### src/rtl/crc16_sector_pkg.sv
// Package: shared widths, the CRC type and the reflected CRC step functions.
// Assumes data words and the CRC register have the same width.
package crc16_sector_pkg;
    localparam int unsigned DATA_W = 16;
    localparam int unsigned CRC_W  = 16;

    typedef logic [CRC_W-1:0]  crc_t;
    typedef logic [DATA_W-1:0] word_t;

    // One reflected shift step with one incoming data bit.
    function automatic crc_t crc_bit_step(input crc_t cur, input logic din, input crc_t poly);
        logic fb;
        fb = cur[0] ^ din;
        return (cur >> 1) ^ (fb ? poly : crc_t'(0));
    endfunction

    // A whole word, bit 0 first.
    function automatic crc_t crc_word_step(input crc_t cur, input word_t w, input crc_t poly);
        crc_t acc;
        acc = cur;
        for (int i = 0; i < int'(DATA_W); i++) begin
            acc = crc_bit_step(acc, w[i], poly);
        end
        return acc;
    endfunction
endpackage

### src/rtl/crc16_word_engine.sv
// Word engine: folds one data word into the CRC register.
// SERIAL=1 shifts one bit per clock and reports busy.
// SERIAL=0 folds the whole word in one clock.
// Assumes load_i is only raised when busy_o is low and clear_i is low.
module crc16_word_engine
    import crc16_sector_pkg::*;
#(
    parameter crc_t POLY   = 16'hA001,
    parameter bit   SERIAL = 1'b1
) (
    input  logic  clk,
    input  logic  rst_n,
    input  logic  clear_i,
    input  logic  load_i,
    input  word_t word_i,
    output crc_t  crc_o,
    output logic  busy_o,
    output logic  word_done_o
);
    crc_t crc_q;

    generate
        if (SERIAL) begin : g_serial
            localparam int unsigned BITS_W = $clog2(DATA_W + 1);
            word_t             shift_q;
            logic [BITS_W-1:0] left_q;

            // Load a word, then shift one bit per clock until none are left.
            always_ff @(posedge clk) begin
                if (!rst_n) begin
                    crc_q   <= '0;
                    shift_q <= '0;
                    left_q  <= '0;
                end else if (clear_i) begin
                    crc_q  <= '0;
                    left_q <= '0;
                end else if (load_i) begin
                    shift_q <= word_i;
                    left_q  <= BITS_W'(DATA_W);
                end else if (left_q != '0) begin
                    crc_q   <= crc_bit_step(crc_q, shift_q[0], POLY);
                    shift_q <= shift_q >> 1;
                    left_q  <= left_q - BITS_W'(1);
                end
            end

            assign busy_o      = (left_q != '0);
            assign word_done_o = (left_q == BITS_W'(1));

            // an accepted word makes the engine busy on the next cycle
            a_r6_busy_after_load: assert property (@(posedge clk) disable iff (!rst_n)
                (load_i && !clear_i) |=> busy_o);
        end else begin : g_parallel
            // Fold a full word per accepted strobe.
            always_ff @(posedge clk) begin
                if (!rst_n) begin
                    crc_q <= '0;
                end else if (clear_i) begin
                    crc_q <= '0;
                end else if (load_i) begin
                    crc_q <= crc_word_step(crc_q, word_i, POLY);
                end
            end

            assign busy_o      = 1'b0;
            assign word_done_o = load_i;
        end
    endgenerate

    assign crc_o = crc_q;

    // a clear leaves a zero register on the next cycle
    a_r5_clear_zeroes: assert property (@(posedge clk) disable iff (!rst_n)
        clear_i |=> (crc_o == '0));
    // with no work and no clear the register does not move
    a_r4_idle_holds: assert property (@(posedge clk) disable iff (!rst_n)
        (!clear_i && !load_i && !busy_o) |=> $stable(crc_o));
    // no new word arrives while shifting
    a_r6_no_load_busy: assert property (@(posedge clk) disable iff (!rst_n)
        busy_o |-> !load_i);
endmodule

### src/rtl/crc16_frame_counter.sv
// Frame counter: counts completed words in a sector and pulses done after the last one.
// Assumes word_done_i is never raised once the sector is full.
module crc16_frame_counter #(
    parameter int unsigned FRAME_WORDS = 32
) (
    input  logic clk,
    input  logic rst_n,
    input  logic clear_i,
    input  logic word_done_i,
    output logic full_o,
    output logic done_o
);
    localparam int unsigned CNT_W = $clog2(FRAME_WORDS + 1);

    logic [CNT_W-1:0] cnt_q;
    logic             done_q;

    // Count absorbed words and flag the final one for a single cycle.
    always_ff @(posedge clk) begin
        if (!rst_n) begin
            cnt_q  <= '0;
            done_q <= 1'b0;
        end else if (clear_i) begin
            cnt_q  <= '0;
            done_q <= 1'b0;
        end else begin
            done_q <= word_done_i && (cnt_q == CNT_W'(FRAME_WORDS - 1));
            if (word_done_i) begin
                cnt_q <= cnt_q + CNT_W'(1);
            end
        end
    end

    assign full_o = (cnt_q == CNT_W'(FRAME_WORDS));
    assign done_o = done_q;

    // the done pulse lasts one cycle
    a_r3_done_single: assert property (@(posedge clk) disable iff (!rst_n)
        done_o |=> !done_o);
    // done only appears once the sector is complete
    a_r3_done_when_full: assert property (@(posedge clk) disable iff (!rst_n)
        done_o |-> full_o);
    // no word completes after the sector is full
    a_r4_no_word_after_full: assert property (@(posedge clk) disable iff (!rst_n)
        full_o |-> !word_done_i);
    // the count never passes the sector length
    a_r3_count_bound: assert property (@(posedge clk) disable iff (!rst_n)
        cnt_q <= CNT_W'(FRAME_WORDS));
endmodule

### src/rtl/crc16_sector_gen.sv
// Top: sector CRC-16 generator. Accepts words while ready, folds them into a
// reflected CRC that starts at zero, and pulses done after FRAME_WORDS words.
// Assumes the producer holds each word only for the cycle it is accepted.
module crc16_sector_gen
    import crc16_sector_pkg::*;
#(
    parameter int unsigned FRAME_WORDS = 32,
    parameter crc_t        POLY        = 16'hA001,
    parameter bit          SERIAL      = 1'b1
) (
    input  logic              clk,
    input  logic              rst_n,
    input  logic              clear_i,
    input  logic              word_valid_i,
    input  logic [DATA_W-1:0] word_i,
    output logic              ready_o,
    output logic [CRC_W-1:0]  crc_o,
    output logic              done_o
);
    logic busy;
    logic full;
    logic load;
    logic word_done;

    // Accept a word only when idle, the sector is open and no clear is pending.
    always_comb begin
        ready_o = !busy && !full;
        load    = word_valid_i && ready_o && !clear_i;
    end

    crc16_word_engine #(
        .POLY   (POLY),
        .SERIAL (SERIAL)
    ) i_engine (
        .clk         (clk),
        .rst_n       (rst_n),
        .clear_i     (clear_i),
        .load_i      (load),
        .word_i      (word_i),
        .crc_o       (crc_o),
        .busy_o      (busy),
        .word_done_o (word_done)
    );

    crc16_frame_counter #(
        .FRAME_WORDS (FRAME_WORDS)
    ) i_counter (
        .clk         (clk),
        .rst_n       (rst_n),
        .clear_i     (clear_i),
        .word_done_i (word_done),
        .full_o      (full),
        .done_o      (done_o)
    );

    // the result stays frozen after done until a clear
    a_r4_hold_after_done: assert property (@(posedge clk) disable iff (!rst_n)
        (done_o && !clear_i) |=> $stable(crc_o));
    // nothing is accepted once the sector is complete
    a_r4_full_blocks: assert property (@(posedge clk) disable iff (!rst_n)
        (full && !clear_i) |=> $stable(crc_o));
endmodule

### config.mk
export PLATFORM = sky130hd
export DESIGN_NAME = crc16_sector_gen
export DESIGN_NICKNAME = d
export VERILOG_FILES = /design/src/rtl/crc16_sector_pkg.sv /design/src/rtl/crc16_word_engine.sv /design/src/rtl/crc16_frame_counter.sv /design/src/rtl/crc16_sector_gen.sv
export SDC_FILE = /design/constraint.sdc
export NUM_CORES = 1
export LEC_CHECK = 0
export BUFFER_PORTS_ARGS = -buffer_cell sky130_fd_sc_hd__buf_2
export CORE_MARGIN = 2
export CORE_UTILIZATION = 23
export DETAILED_ROUTE_END_ITERATION = 6
export PLACE_DENSITY = 0.52
export SETUP_SLACK_MARGIN = 0.1
export SYNTH_ARGS = -nofsm -noshare
export SYNTH_HDL_FRONTEND = slang
export SYNTH_HIERARCHICAL = 1
export SYNTH_SLANG_ARGS = --single-unit
### constraint.sdc
create_clock -name clk -period 3.85 [get_ports clk]
set_clock_uncertainty 0.05 [all_clocks]
set_input_delay 0.1925 -clock clk [delete_from_list [all_inputs] [get_ports clk]]
set_output_delay 0.1925 -clock clk [all_outputs]
set_load 0.1 [all_outputs]
---- After elaboration in Yosys (flattened, before gate mapping) ----
Index checks and enable logic that the tools add are counted.
storage, ports and cells
  RAM bits ................................ 0
  register bits after elaboration ......... 44
  bits in latches ......................... 0
  output and inout bits ................... 18
  input port bits ......................... 20
  word-level logic and storage cells ...... 34
  memory bits (read-only) ................. 0
  memories ................................ 0
cells by class
  reductions and logical operators ........ 13
  add/sub/neg operators ................... 2
  bitwise operators ....................... 5
  shifts and indexed selects .............. 0
  $lt $le $gt $ge ......................... 0
  multiplexer cells ....................... 5
  multiply operators ...................... 0
  divide/modulo/power cells ............... 0
  equality and inequality tests ........... 3
operators with widths
  cell                 count
  $mux 16              3
  $xor 15x16->16       1
  $mux 5               2
  $add 6x1->6 const B  1
  $eq 6x5->1 const B   1
  $eq 6x6->1 const B   1
  $eq 5x1->1 const B   1
  $reduce_bool 5->1    1
  $sub 5x1->5 const B  1
  $logic_and 1x1->1    4
  $reduce_and 2->1     2
  $logic_not 1->1      3
  $not 1->1            3
  $reduce_or 3->1      1
  $reduce_bool 2->1    1
  $reduce_or 2->1      1
  $xor 1x1->1          1

---- Longest topological paths before layout ----
  depth in word-level cells ............... 7
  mapped depth ............................ 11
  depth with buffers taken out ............ 8

---- Modules after synthesis ----
Netlist, hierarchy kept.
by module, submodules not included
  module               instances  cells each  area each (um^2)  sequential area each (um^2)
  crc16_word_engine    1          194         1,664.1           740.7
  crc16_frame_counter  1          35          322.8             140.1
  crc16_sector_gen     1          2           18.8              0.0

---- Least setup slack after synthesis ----
OpenSTA, ideal clock, no wires.
  path kind ............................... register to output
  from .................................... register i_engine.g_serial.left_q[0]
  to ...................................... output ready_o
  path buffers ............................ 1
  stages on the path, launching flop included .. 7
  arrival ................................. 2,585 ps
  required time ........................... 3,607 ps
  setup slack ............................. 1,022 ps
  path through ............................ dfxtp_1 -> inv_1 -> ha_1 -> nor4b_4 -> inv_2 -> clkbuf_1 -> nor2_1
on the way
  longest elaborated chain between the ends .. 3
ends and longest elaborated chain
  element                   line                     text
  start: declaration        crc16_word_engine.sv:26  logic [BITS_W-1:0] left_q;
  start signal: assignment  crc16_word_engine.sv:39  left_q <= BITS_W'(DATA_W);
  start signal: assignment  crc16_word_engine.sv:43  left_q <= left_q - BITS_W'(1);
  $reduce_bool 5->1         crc16_word_engine.sv:47  assign busy_o = (left_q != '0);
  via busy                  crc16_sector_gen.sv:20   logic busy;
  $logic_not 1->1           crc16_sector_gen.sv:27   ready_o = !busy && !full;
  $logic_and 1x1->1         crc16_sector_gen.sv:27
  end: declaration          crc16_sector_gen.sv:16   output logic ready_o,
The timed path passes the listed nets, and every way through them passes these cells.

---- Worst setup path after layout ----
  from .................................... register i_engine.g_serial.left_q[0]
  to ...................................... register i_engine.crc_q[15], in the netlist i_engine/crc_o[15]
on the way
  longest elaborated chain between the ends .. 7
ends and longest elaborated chain
  element                          line                     text
  $reduce_bool 5->1                crc16_word_engine.sv:47
  via busy                         crc16_sector_gen.sv:20
  $logic_not 1->1                  crc16_sector_gen.sv:27
  $logic_and 1x1->1                crc16_sector_gen.sv:27
  $logic_and 1x1->1 (2 in series)  crc16_sector_gen.sv:28   load = word_valid_i && ready_o && !clear_i;
  via load                         crc16_sector_gen.sv:22   logic load;
  $not 1->1 (no line)              n/a
  $reduce_and 2->1 (no line)       n/a
  end signal: assignment           crc16_word_engine.sv:41  crc_q <= crc_bit_step(crc_q, shift_q[0], POLY);
  end: declaration                 crc16_word_engine.sv:20  crc_t crc_q;
The timed path passes the listed nets, and every way through them passes these cells.
A chain may end at the register's enable or synchronous reset.

==> results.md <==
- Share of layout cells above drive strength 1: 21.0%
- Io pins: 38
- Leak: roughly 0.83 nW
- Post-DR wirelength/cell: 13.6 um
- Yosys top cell area share: 43.9%
- Status: completed
- CTS tree: done
- Mapped Nets: 255
- Syn. warnings: 6
- Post-Syn Area: roughly 2000 um2
- Post-CTS sizing: 0
- Die W: 97.4 um
- Initial DRC Count: 94
- Peak VDD IR: 0.177 mV
- Top area cells in the synthesized netlist: dfxtp_1 44%, nand3_1 11%, a22oi_1 5.6%
- Overall Global Routing Usage: approximately 11%
- Root Driver: clkbuf_8
- Dpl hpwl: 3240 um
- Most used DFF post-synth: dfxtp_1
- Power per cell area: 462 nW/um2
- # fillers: 963
- Worst Path Arrival: 2.62 ns
- Htree depth: 2
- Die area: 9480 um2
- Post-Synthesis Cells: 231
- DP Cell Count: around 360
- ANT nets after route: 0
- Remaining Overflow, GRT: 0
- Clock buffer depth: 2
- Ys async rst share: 0%
- RSZ-0062 raised after global routing: no
- Hold_buf cts: 0
- Post-layout minimum cycle time: 2.54 ns
- Fmax: approximately 400 MHz
- First-pass GRT wire length: 8680 um
- Initial Util: 23.3%
- Sequential cell area: 881 um2
- Clock sink count: 44
- Hold WC Path Type: in2reg
- Area grow syn2layout: 18.3%
- Initial antenna violation count: 1
- Vias in the first global route: 1,752
- Crit path kind: reg2reg
- Register bit count reported by yosys: 44
- Number of failing hold endpoints at the final stage: 0
- Post-synth top area cell: dfxtp_1
- Req. time, crit path: between 3 and 4 ns
- Final setup vio count: 0
- Post-synth top cells: 45 x nand3_1, 44 x dfxtp_1, 19 x a21oi_1
- Nets: 285
- Startpoint types: flop
- Seq/Total Area, Yosys: between 40% and 50%
- DRT Pass-1 Iters: 5
- Cell Rows: 34
- Slew Limit Fails: 0
- Worst-Skew Late Latency: 0.30 ns
- Final WL: 5040 um
- Fin crit share: 65.9%
- CTS buffer count: 5
- Drt drc: 0
- Layout Cells excl Fill: 370
- RD Place Congestion: 0.730
- Area of the multi-input gates: 1000 um2
- Actual slew at the worst max-slew pin: ~1.0 ns
- Max-slew headroom: 31.6%
- Routed vias: 1,841
- Worst setup EP type: flop
- Top-count cell post-synth: nand3_1
- Core area: 8590 um2
- Largest net degree at the start of global routing: 36
- Final core utilization: 27.6%
- Die H: 97.4 um
- Buffers on Ports: 37
- Post-synth EDFFs: 0
- Diode count: 0
- Syn avg cell area: 8.68 um2
- Clock Pin Slew Worst Setup and Hold Paths: 0.09 ns
- Vias/cell: 4.98
- Setup TNS: 0 ns
- Max_cap viols: 0
- Postcts setup bufs: 0
- CP Max Fanout: 33
- Netlist cell types: 35
==> layout by cell type (no fill, tap or decap), types with 2 or more instances in the layout <==
master    count
nand2b_1      2
a31oi_1      15
nand4_1       2
xor2_1        3
clkbuf_8      6
ha_1          4
nor4_1        3
clkbuf_1      2
buf_4         6
xnor2_1       6
dfxtp_1      44
nor3_1        2
a21oi_1      19
inv_1         8
a22oi_1      15
o21ai_0      15
o31ai_1       2
nand2_1       3
nor2_1        9
nand3_1      45
buf_2        37
==> power by group <==
| group | switching (mW) | internal [mW] | total, mW |
|---|---|---|---|
| clock | 0.155 | 0.147 | 0.302 |
| sequential | 0.0213 | 0.478 | 0.500 |
| combinational | 0.214 | 0.0801 | 0.294 |
==> metal layers <==
| metal | GRT usage (%) | up-vias | share of wire (%) |
|---|---|---|---|
| li1 | - | 910 | - |
| met4 | 3.42 | 2 | 1.3 |
| met1 | 15.5 | 881 | 48 |
| met3 | 3.74 | 8 | 5.2 |
| met5 | 0 | - | 0.26 |
| met2 | 15.8 | 40 | 45 |
==> cells by family (layout without fill, tap and decap cells) <==
kind of cell | count (synthesis) | in the layout | share of synthesized area (%)
and+or+nand+nor | 74 | 74 | 20.6
AOI/OAI and AO/OA | 69 | 69 | 21.3
DFF | 44 | 44 | 43.9
buffers and inverters | 29 | 60 | 6.05
xor gates and xnor gates | 10 | 10 | 5.12
adders and majority gates | 4 | 4 | 2.50
muxes | 1 | 1 | 0.499
==> path summary, 6_finish.rpt <==
path	to	startpoint	cells past startpoint	slack [ns]
setup / recovery	i_engine/crc_o[15]	i_engine/g_serial.left_q[0]	9	1.31
hold / removal	i_engine/g_serial.shift_q[15]	word_i[15]	3	0.09
setup reg to reg	i_engine/crc_o[15]	i_engine/g_serial.left_q[0]	9	1.31
hold reg to reg	i_engine/g_serial.shift_q[15]	i_engine/g_serial.shift_q[15]	2	0.42
==> worst max-delay path, cell delays in order (launching register included) <==
cell and delay [ns]:
dfxtp_1 0.33, inv_1 0.09, ha_1 0.21, nor4b_4 0.25, inv_2 0.07, nor4b_2 0.32
buf_4 0.23, inv_1 0.45, a21oi_1 0.33, a311oi_2 0.06
==> cell type report <==
type / count / share of cell area, %
Timing Repair Buffer: 43 / 9.70
Tap cell: 108 / 5.69
Clock buffer: 8 / 3.80
Multi-Input combinational cell: 158 / 42.3
Inverter: 9 / 1.42
Sequential cell: 44 / 37.1
==> state kept, by name, summed over array words and instances, names as in the netlist <==
register,cells
i_engine/g_serial.shift_q,16
i_engine/crc_o,16
i_engine/g_serial.left_q,5
i_counter/done_o,1
i_counter/cnt_q,6
==> per-stage QoR <==
| stage | hold slack, ns | instance area, um2 | setup slack, ns | total power [mW] |
|---|---|---|---|---|
| 3_3_place_gp | 0.397 | 2280 | 1.38 | 0.802 |
| 5_1_grt | 0.123 | 2370 | 1.00 | 1.16 |
| 6_report | 0.0931 | 2370 | 1.31 | 1.10 |
| 4_1_cts | 0.0858 | 2370 | 1.32 | 1.11 |
| 2_1_floorplan | 0.273 | 2010 | 1.02 | 0.736 |
| 3_5_place_dp | 0.399 | 2280 | 1.33 | 0.804 |
Power figures use the tool's default switching activity.
